$ cat config.mk
export PLATFORM = sky130hd
export DESIGN_NAME = key_event_fifo
export DESIGN_NICKNAME = d
export VERILOG_FILES = /design/src/rtl/kfifo_pkg.sv /design/src/rtl/kfifo_store.sv /design/src/rtl/kfifo_ctrl.sv /design/src/rtl/kfifo_rdport.sv /design/src/rtl/key_event_fifo.sv
export SDC_FILE = /design/constraint.sdc
export NUM_CORES = 1
export LEC_CHECK = 0
export BUFFER_PORTS_ARGS = -buffer_cell sky130_fd_sc_hd__buf_2
export CELL_PAD_IN_SITES_DETAIL_PLACEMENT = 1
export CELL_PAD_IN_SITES_GLOBAL_PLACEMENT = 2
export CORE_UTILIZATION = 45
export DETAILED_ROUTE_END_ITERATION = 10
export PLACE_DENSITY = 0.78
export SETUP_SLACK_MARGIN = 0.5
export SLEW_MARGIN = 20
export SYNTH_ARGS = -nofsm -noshare
export SYNTH_HDL_FRONTEND = slang
export SYNTH_SLANG_ARGS = --single-unit
export TNS_END_PERCENT = 50
$ cat constraint.sdc
create_clock -name clk_i -period 4.09 [get_ports clk_i]
set_input_delay 0.2045 -clock clk_i [delete_from_list [all_inputs] [get_ports clk_i]]
set_output_delay 0.2045 -clock clk_i [all_outputs]
set_load 0.01 [all_outputs]
$ cat src/rtl/kfifo_pkg.sv
package kfifo_pkg;
  localparam int unsigned KEY_CODE_W = 7;
  localparam int unsigned ENTRY_W    = KEY_CODE_W + 1;

  typedef struct packed {
    logic                  press;
    logic [KEY_CODE_W-1:0] code;
  } kev_t;

  function automatic kev_t pack_kev(input logic press, input logic [KEY_CODE_W-1:0] code);
    kev_t e;
    e.press = press;
    e.code  = code;
    return e;
  endfunction
endpackage

$ cat src/rtl/kfifo_store.sv
module kfifo_store
  import kfifo_pkg::*;
#(
  parameter int unsigned DEPTH = 16,
  localparam int unsigned PTR_W = $clog2(DEPTH)
) (
  input  logic             clk_i,
  input  logic             rst_ni,
  input  logic             wr_en_i,
  input  logic [PTR_W-1:0] wr_idx_i,
  input  kev_t             wr_data_i,
  input  logic [PTR_W-1:0] rd_idx_i,
  output kev_t             rd_data_o
);
  kev_t slot_q [DEPTH];

  for (genvar g = 0; g < DEPTH; g++) begin : g_slot
    always_ff @(posedge clk_i or negedge rst_ni) begin
      if (!rst_ni) slot_q[g] <= '0;
      else if (wr_en_i && (wr_idx_i == PTR_W'(g))) slot_q[g] <= wr_data_i;
    end
  end

  assign rd_data_o = slot_q[rd_idx_i];
endmodule

$ cat src/rtl/kfifo_ctrl.sv
module kfifo_ctrl #(
  parameter int unsigned DEPTH = 16,
  localparam int unsigned PTR_W = $clog2(DEPTH),
  localparam int unsigned LVL_W = PTR_W + 1
) (
  input  logic             clk_i,
  input  logic             rst_ni,
  input  logic             flush_i,
  input  logic             push_req_i,
  input  logic             pop_req_i,
  output logic [PTR_W-1:0] rptr_o,
  output logic [LVL_W-1:0] level_o,
  output logic             wr_en_o,
  output logic [PTR_W-1:0] wr_idx_o,
  output logic             kp_evt_o,
  output logic             ovf_err_o
);
  logic [PTR_W-1:0] rptr_q;
  logic [LVL_W-1:0] level_q;
  logic             pend_q, kp_q, ovf_q;
  logic             full, evt_live, accept, overflow, pop_go;

  assign full     = (level_q == LVL_W'(DEPTH));
  assign evt_live = push_req_i && !flush_i && !pend_q;
  assign accept   = evt_live && !full;
  assign overflow = evt_live && full;
  assign pop_go   = pop_req_i && !flush_i && (level_q > LVL_W'(1));

  assign wr_en_o  = accept;
  assign wr_idx_o = rptr_q + level_q[PTR_W-1:0];

  always_ff @(posedge clk_i or negedge rst_ni) begin
    if (!rst_ni) begin
      rptr_q  <= '0;
      level_q <= '0;
      pend_q  <= 1'b0;
      kp_q    <= 1'b0;
      ovf_q   <= 1'b0;
    end else begin
      kp_q  <= accept;
      ovf_q <= overflow;
      if (flush_i) begin
        rptr_q  <= '0;
        level_q <= '0;
        pend_q  <= 1'b0;
      end else begin
        if (pop_go) rptr_q <= rptr_q + PTR_W'(1);
        level_q <= level_q + LVL_W'(accept) - LVL_W'(pop_go);
        if (overflow) pend_q <= 1'b1;
      end
    end
  end

  assign rptr_o    = rptr_q;
  assign level_o   = level_q;
  assign kp_evt_o  = kp_q;
  assign ovf_err_o = ovf_q;

  assert_level_bound_R1: assert property (@(posedge clk_i) disable iff (!rst_ni)
    level_q <= LVL_W'(DEPTH));
  assert_full_drop_R3: assert property (@(posedge clk_i) disable iff (!rst_ni)
    (push_req_i && !flush_i && !pop_req_i && full) |=> (level_q == LVL_W'(DEPTH)) && !kp_q);
  assert_pending_ignore_R4: assert property (@(posedge clk_i) disable iff (!rst_ni)
    (pend_q && !flush_i && !pop_req_i) |=> $stable(level_q) && !kp_q && !ovf_q);
  assert_flush_empty_R9: assert property (@(posedge clk_i) disable iff (!rst_ni)
    flush_i |=> (level_q == '0) && (rptr_q == '0) && !kp_q && !ovf_q);
  assert_pulse_excl_R5: assert property (@(posedge clk_i) disable iff (!rst_ni)
    $onehot0({kp_q, ovf_q}));
endmodule

$ cat src/rtl/kfifo_rdport.sv
module kfifo_rdport
  import kfifo_pkg::*;
#(
  parameter int unsigned DEPTH = 16,
  localparam int unsigned PTR_W = $clog2(DEPTH),
  localparam int unsigned LVL_W = PTR_W + 1
) (
  input  logic             clk_i,
  input  logic             rst_ni,
  input  logic             flush_i,
  input  logic             pop_i,
  input  logic             peek_i,
  input  logic [LVL_W-1:0] peek_off_i,
  input  logic [PTR_W-1:0] rptr_i,
  input  logic [LVL_W-1:0] level_i,
  output logic [PTR_W-1:0] rd_idx_o,
  input  kev_t             entry_i,
  output logic [ENTRY_W-1:0] rd_data_o
);
  logic               hit, rd_go;
  logic [PTR_W-1:0]   step;
  logic [ENTRY_W-1:0] data_q;

  // consuming read looks one past head: head itself is only reachable by peek
  assign step     = pop_i ? PTR_W'(1) : peek_off_i[PTR_W-1:0];
  assign rd_idx_o = rptr_i + step;
  assign hit      = pop_i ? (level_i > LVL_W'(1)) : (peek_off_i < level_i);
  assign rd_go    = !flush_i && (pop_i || peek_i);

  always_ff @(posedge clk_i or negedge rst_ni) begin
    if (!rst_ni)    data_q <= '0;
    else if (rd_go) data_q <= hit ? entry_i : '0;
  end

  assign rd_data_o = data_q;

  assert_pop_low_zero_R6: assert property (@(posedge clk_i) disable iff (!rst_ni)
    (pop_i && !flush_i && (level_i <= LVL_W'(1))) |=> (data_q == '0));
  assert_peek_miss_zero_R8: assert property (@(posedge clk_i) disable iff (!rst_ni)
    (peek_i && !pop_i && !flush_i && (peek_off_i >= level_i)) |=> (data_q == '0));
  assert_flush_hold_R9: assert property (@(posedge clk_i) disable iff (!rst_ni)
    flush_i |=> $stable(data_q));
endmodule

$ cat src/rtl/key_event_fifo.sv
module key_event_fifo
  import kfifo_pkg::*;
#(
  parameter int unsigned DEPTH = 16,
  localparam int unsigned PTR_W = $clog2(DEPTH),
  localparam int unsigned LVL_W = PTR_W + 1
) (
  input  logic                  clk_i,
  input  logic                  rst_ni,
  input  logic                  flush_i,
  input  logic                  evt_valid_i,
  input  logic [KEY_CODE_W-1:0] evt_code_i,
  input  logic                  evt_press_i,
  input  logic                  pop_i,
  input  logic                  peek_i,
  input  logic [LVL_W-1:0]      peek_off_i,
  output logic [ENTRY_W-1:0]    rd_data_o,
  output logic [LVL_W-1:0]      level_o,
  output logic                  kp_evt_o,
  output logic                  ovf_err_o
);
  logic [PTR_W-1:0] rptr, wr_idx, rd_idx;
  logic             wr_en;
  kev_t             rd_entry;

  kfifo_ctrl #(.DEPTH(DEPTH)) u_ctrl (
    .clk_i, .rst_ni, .flush_i,
    .push_req_i (evt_valid_i),
    .pop_req_i  (pop_i),
    .rptr_o     (rptr),
    .level_o    (level_o),
    .wr_en_o    (wr_en),
    .wr_idx_o   (wr_idx),
    .kp_evt_o   (kp_evt_o),
    .ovf_err_o  (ovf_err_o)
  );

  kfifo_store #(.DEPTH(DEPTH)) u_store (
    .clk_i, .rst_ni,
    .wr_en_i   (wr_en),
    .wr_idx_i  (wr_idx),
    .wr_data_i (pack_kev(evt_press_i, evt_code_i)),
    .rd_idx_i  (rd_idx),
    .rd_data_o (rd_entry)
  );

  kfifo_rdport #(.DEPTH(DEPTH)) u_rd (
    .clk_i, .rst_ni, .flush_i, .pop_i, .peek_i, .peek_off_i,
    .rptr_i    (rptr),
    .level_i   (level_o),
    .rd_idx_o  (rd_idx),
    .entry_i   (rd_entry),
    .rd_data_o (rd_data_o)
  );
endmodule

**Word level (Yosys, flattened, before mapping)**

Index checks and enable logic that the tools add are counted.

- Add/sub/neg operators: 5
- Order comparisons: 3
- Eq/ne operators: 16
- Mux-type cells: 11
- Bitwise gates (word level): 1
- Reductions and logical operators: 30

Operators with widths:

| cell | count |
|---|---|
| binary-select mux 8 bit (select 4 bit) | 1 |
| == test 4 bit, second input constant | 8 |
| 2-to-1 mux 8 bit | 3 |
| logical AND 1 bit | 23 |
| == test 4 x 3 -> 1 bit, second input constant | 4 |
| 2-to-1 mux 4 bit | 3 |
| adder 4 bit | 2 |
| == test 4 x 2 -> 1 bit, second input constant | 2 |
| adder 5 x 1 -> 5 bit | 1 |
| == test 5 bit, second input constant | 1 |
| greater-or-equal comparator 5 bit, second input constant | 1 |
| greater-than comparator 5 x 1 -> 1 bit, second input constant | 1 |
| < comparator 5 bit | 1 |
| 2-to-1 mux 5 bit | 1 |
| inverter 4 -> 5 bit | 1 |
| subtractor 5 x 1 -> 5 bit | 1 |
| adder 4 x 1 -> 4 bit, second input constant | 1 |
| == test 4 x 1 -> 1 bit, second input constant | 1 |
| zero test 4 bit | 1 |
| nonzero test 2 bit | 2 |
| zero test 1 bit | 3 |
| 2-to-1 mux 1 bit | 3 |
| logical OR 1 bit | 1 |

- Bits in registers: 148
- Output and inout bits: 15

**Logic depth before layout (Yosys ltp)**

- Depth after elaboration: 7
- Gate-level depth with buffers: 16
- Mapped depth without buffers: 16

**Cells and area by module**

From an unflattened synthesis, not the netlist that was laid out.

- Cell total of the unflattened synthesis: 499
- Area total of the unflattened synthesis: 7240.7 um^2

By module, submodules not included:

| module | times used | cells each | area each (um^2) | sequential area each (um^2) |
|---|---|---|---|---|
| kfifo_store | 1 | 364 | 5859.4 | 3203.1 |
| kfifo_ctrl | 1 | 84 | 838.3 | 300.3 |
| kfifo_rdport | 1 | 51 | 543.0 | 200.2 |

**Least setup slack after synthesis**

Ideal clock, no wire load.

- Path kind: register -> register
- From: reg u_ctrl.level_q[1] (netlist: u_ctrl.level_o[1])
- To: reg u_ctrl.level_q[4] (netlist: u_ctrl.level_o[4])
- Setup time: 136 ps
- Arrival time: 2814 ps
- Data required time: 3954 ps
- Path slack: 1139 ps
- Stages on the path, launching flop included: 17
- Buffers on the path: 0
- Period minus slack after synthesis: 2951 ps
- Cell sequence: dfrtp_1 > inv_1 > ha_1 > nor2b_1 > o21ai_0 > nor2b_1 > nor2b_1 > ha_1 > inv_1 > ha_1 > inv_1 > fa_1 > nor2_1 > nor2_1 > nor2_1 > or3_1 > a21oi_1

- Word-level cells in the longest chain between the ends: 6
- Elaborated cells between the ends (all ways): 8

Ends and longest elaborated chain:

| item | RTL line | source |
|---|---|---|
| start: declaration | kfifo_ctrl.sv:19 | `logic [LVL_W-1:0] level_q;` |
| start signal: assignment | kfifo_ctrl.sv:48 | `level_q <= level_q + LVL_W'(accept) - LVL_W'(pop_go);` |
| == test 5 bit | kfifo_ctrl.sv:23 | `assign full = (level_q == LVL_W'(DEPTH));` |
| zero test 1 bit | kfifo_ctrl.sv:25 | `assign accept = evt_live && !full;` |
| logical AND 1 bit | kfifo_ctrl.sv:25 |  |
| adder 5 x 1 -> 5 bit | kfifo_ctrl.sv:48 |  |
| subtractor 5 x 1 -> 5 bit (*) | kfifo_ctrl.sv:48 |  |
| 2-to-1 mux 5 bit (*) | kfifo_ctrl.sv:42 | `if (flush_i) begin` |

Mark *: on every way between the ends. The rest lies on a longest branch, timed or not.
A chain may end at the register's enable or synchronous reset.

**Worst setup path in the final report**

Ends and elaborated chain as after synthesis.

==> out/summary.md <==
Derived from the worst setup path, the maximum achievable clock frequency is 319 MHz. The setup skew after layout is 0.00760 ns, and the number of global-route vias before repair is 4826. The floorplan has 46 rows. Number of input and output port buffers inserted: 33.

The leading area contributor after synthesis was dfrtp_1. The detail-routed net length per standard cell is 21.8 um, and the mapped cell area is 7250 um^2. The overall global routing resource usage was 0.228.

The total of max-cap violations was 0; the slew at the pin closest to its max-slew limit was 1.06 ns. In this run the vertical extent of the chip is 129 um. The tools report the maximum level of the CTS H-tree as 4. For the count of distinct cell types in the synthesized netlist, the log shows 35. The die covers 16600 um^2. The number of logic stages on the critical path including buffering works out to 16.

The most frequent standard cell in the layout excluding fill and tap cells is dfrtp_1. The minimum clock period works out to 3.14 ns. Compared with the post-synthesis result, the final layout area differs by 13.3%. Counting every net in the synthesized netlist gives 535.

The run gives 7700 um^2 as the instance area at placement. The number of vias per cell came out at 5.48. Summed over all layers, the routed wires come to 16700 um.

The tools report the diode insertion count for antenna repair as 0. In the post-synthesis netlist, the biggest area contributors are dfrtp_1, mux2_2, mux4_2, ha_1, mux2i_1. Detailed placement ended at an HPWL of 10800 um.

The placed cell count was 733. The number of enable flip-flop cells after synthesis works out to 0. A synthesized cell averages 14.7 um^2. After clock tree synthesis, the clock-pin slew on the worst setup and hold paths is 0.06 ns. The number of violations reported at the end of detailed-routing iteration 0 came out at 160. For this run the aggregate overflow at the end of global routing stands at 0. The final weighted congestion in routability-driven placement came out at 0.804. The analysis attributes to cell leakage a power of 3.89 nW. On the critical path, the stage with the largest delay is an instance of dfrtp_1. In this design, the largest share of critical-path delay is due to adder cells. The clock passes through at most 2 buffers. The flow ran to the end, and the final reports show no timing, DRC or antenna violations. The highest layer touched by signal routing is met4.

Measured in cells, the most critical reg-to-reg path has a length of 16. The fraction of synthesis flops using an asynchronous set or reset pin is 1.00. The number of antenna violations at the first check in global routing was 0. In the synthesized netlist the dominant register cell turns out to be dfrtp_1. The worst-case IR drop observed on VDD is 327 uV.

The portion of the clock cycle consumed by the worst path in the final layout is 0.767. TritonCTS built the clock tree. The Yosys step of the flow raised 0 warnings.

Setup total negative slack on the finished layout was measured at 0 ns. The filler cells instantiated in the layout total 1522. For the number of hold-slack violations in the final timing report, the log shows 0. The worst hold path class was in -> reg. Counting instances, the worst hold path has a depth of 2. The number of buffers and inverters on the critical path is 3, and the power density relative to cell area is 716 nW/um^2. The final net count was 579; the clock network latency to the later pin of the worst-skew pair was 0.42 ns. The normalized max-slew margin came out at 0.291. The tools report the part of the Yosys area used for sequential elements as 0.511.

After the flow finishes, the layout carries non-filler instances totaling 764. The routed design uses 8660 um of met2 wire. The first global-routing pass estimated 27400 um of wire. In the layout the commonest cells are dfrtp_1, mux2_2, buf_2.

Setup repair after global routing left no endpoint under its margin. 34 I/O pins were placed. The number of clock sinks was 148. Maximum number of pins on one net before global-route repair: 98.

The routed metal-1 wirelength was 7320 um; the area occupied by multi-input gates was 3420 um^2. The run gives 0 as the final count of pins violating max slew. Traced cell by cell, the critical path runs through inv_1 > ha_1 > nor2b_1 > o21ai_0 > nor2b_2 > nor2b_1 > ha_1 > inv_1 > ha_1 > inv_1 > fa_1 > nor2_1 > nor2_1 > nor2_1 > or3_1 > a21oi_1.

The core region is 15800 um^2. The run gives 0.139 ns as the final hold slack. The post-detailed-route count of antenna-violating nets is 0, and the storage element area is 3700 um^2. Post-detailed-route DRC marker count: 0.

The worst setup path is launched from a flip-flop. Data arrives at the worst endpoint at 3.43 ns. The maximum fanout along the worst path works out to 8. Counting the buffers created by CTS gives 17. The initial standard-cell utilization of the core was 0.458; the number of storage elements in the synthesis netlist was 148. Data on the critical path is required at its endpoint by 4.38 ns. Worst stage delay on the critical path: 0.52 ns. Kind of critical path: reg -> reg. Synthesis handed over a netlist of 493 instances. The run gives 4190 as the number of vias after detailed routing. Proportion of netlist area held by the largest area contributor: 0.511. The final instance area is 8210 um^2.

The tree is rooted in a clkbuf_16. Detailed routing placed a total of 479 um of wire on met3. The fraction of layout instances using a drive strength above 1 came out at 0.445. In this run the horizontal extent of the chip is 129 um. The worst setup path is captured at a flip-flop. The iteration count of the initial detailed-routing pass is 4. The final setup violation count is 0.
==> power breakdown <==
| part | total (W) | switching (W) | internal, W |
|---|---|---|---|
| combinational | 0.00219 | 0.000987 | 0.00120 |
| sequential | 0.00233 | 0.000315 | 0.00202 |
| clock | 0.00136 | 0.000561 | 0.000796 |
==> sequential cells by signal (all words and copies together) (netlist names) <==
signal	flops
u_rd.rd_data_o	8
u_ctrl.rptr_o	4
u_store.slot_q	128
u_ctrl.kp_evt_o	1
u_ctrl.pend_q	1
u_ctrl.level_o	5
u_ctrl.ovf_err_o	1
==> routing by layer <==
metal  GRT usage  vias up
met5           0        -
met4      0.0637        0
met3      0.0491       16
met2       0.396       58
met1       0.287     2228
li1            -     1888
==> final cells by class <==
type,count,share of cell area
Clock buffer,25,0.0579
Clock inverter,5,0.00350
Inverter,13,0.00594
Multi-Input combinational cell,313,0.416
Sequential cell,148,0.451
Tap cell,216,0.0329
Timing Repair Buffer,44,0.0328
==> timing repair <==
action,in CTS,in global routing
hold buffers,1,0
setup buffers,0,0
gates resized for setup,0,1
endpoints found under the setup margin,0,1
endpoints found under the hold margin,95,0
==> through the flow <==
step | utilization | worst slack, ns | total power, W
2_1_floorplan | - | 1.14 | 0.00392
3_3_place_gp | 0.486 | 0.912 | 0.00445
3_5_place_dp | 0.486 | 0.854 | 0.00456
4_1_cts | 0.519 | 0.824 | 0.00596
5_1_grt | 0.519 | 0.596 | 0.00626
6_report | 0.519 | 0.951 | 0.00588
==> synthesized netlist by cell type (2+ instances only) <==
library cell and count:
a21o_1 3, a21oi_1 5, buf_2 3, buf_4 3, clkbuf_1 13, dfrtp_1 148, fa_1 3, ha_1 20
inv_1 13, mux2_2 128, mux2_4 8, mux2i_1 21, mux4_1 2, mux4_2 30, nand2_1 10, nand3_1 4
nand3b_1 3, nand4bb_1 2, nor2_1 22, nor2_2 7, nor2b_1 8, o21ai_0 11, o21bai_1 2, or3b_1 2
xnor2_1 11, xor2_1 2
==> cell families (layout without fill, tap and decap cells) <==
logic type	after synthesis	in the layout	synth area share
buffers and inverters	32	87	0.0186
flip-flops	148	148	0.511
XOR/XNOR	13	13	0.0157
adder cells (fa/ha/maj)	23	23	0.0428
multiplexers	189	189	0.345
AO/OA/AOI/OAI	24	24	0.0192
AND/OR/NAND/NOR	64	64	0.0475
==> final timing paths <==
check / slack [ns] / end / from
max: 0.95 / u_ctrl.level_o[4] / u_ctrl.level_o[1]
min: 0.14 / u_ctrl.level_o[2] / flush_i
max reg2reg: 0.95 / u_ctrl.level_o[4] / u_ctrl.level_o[1]
min reg2reg: 0.48 / u_rd.rd_data_o[7] / u_rd.rd_data_o[7]
max in group asynchronous: 2.70 / u_store.slot_q[108] / rst_ni
min in group asynchronous: 0.45 / u_ctrl.level_o[4] / rst_ni
Power figures use the tool's default switching activity.
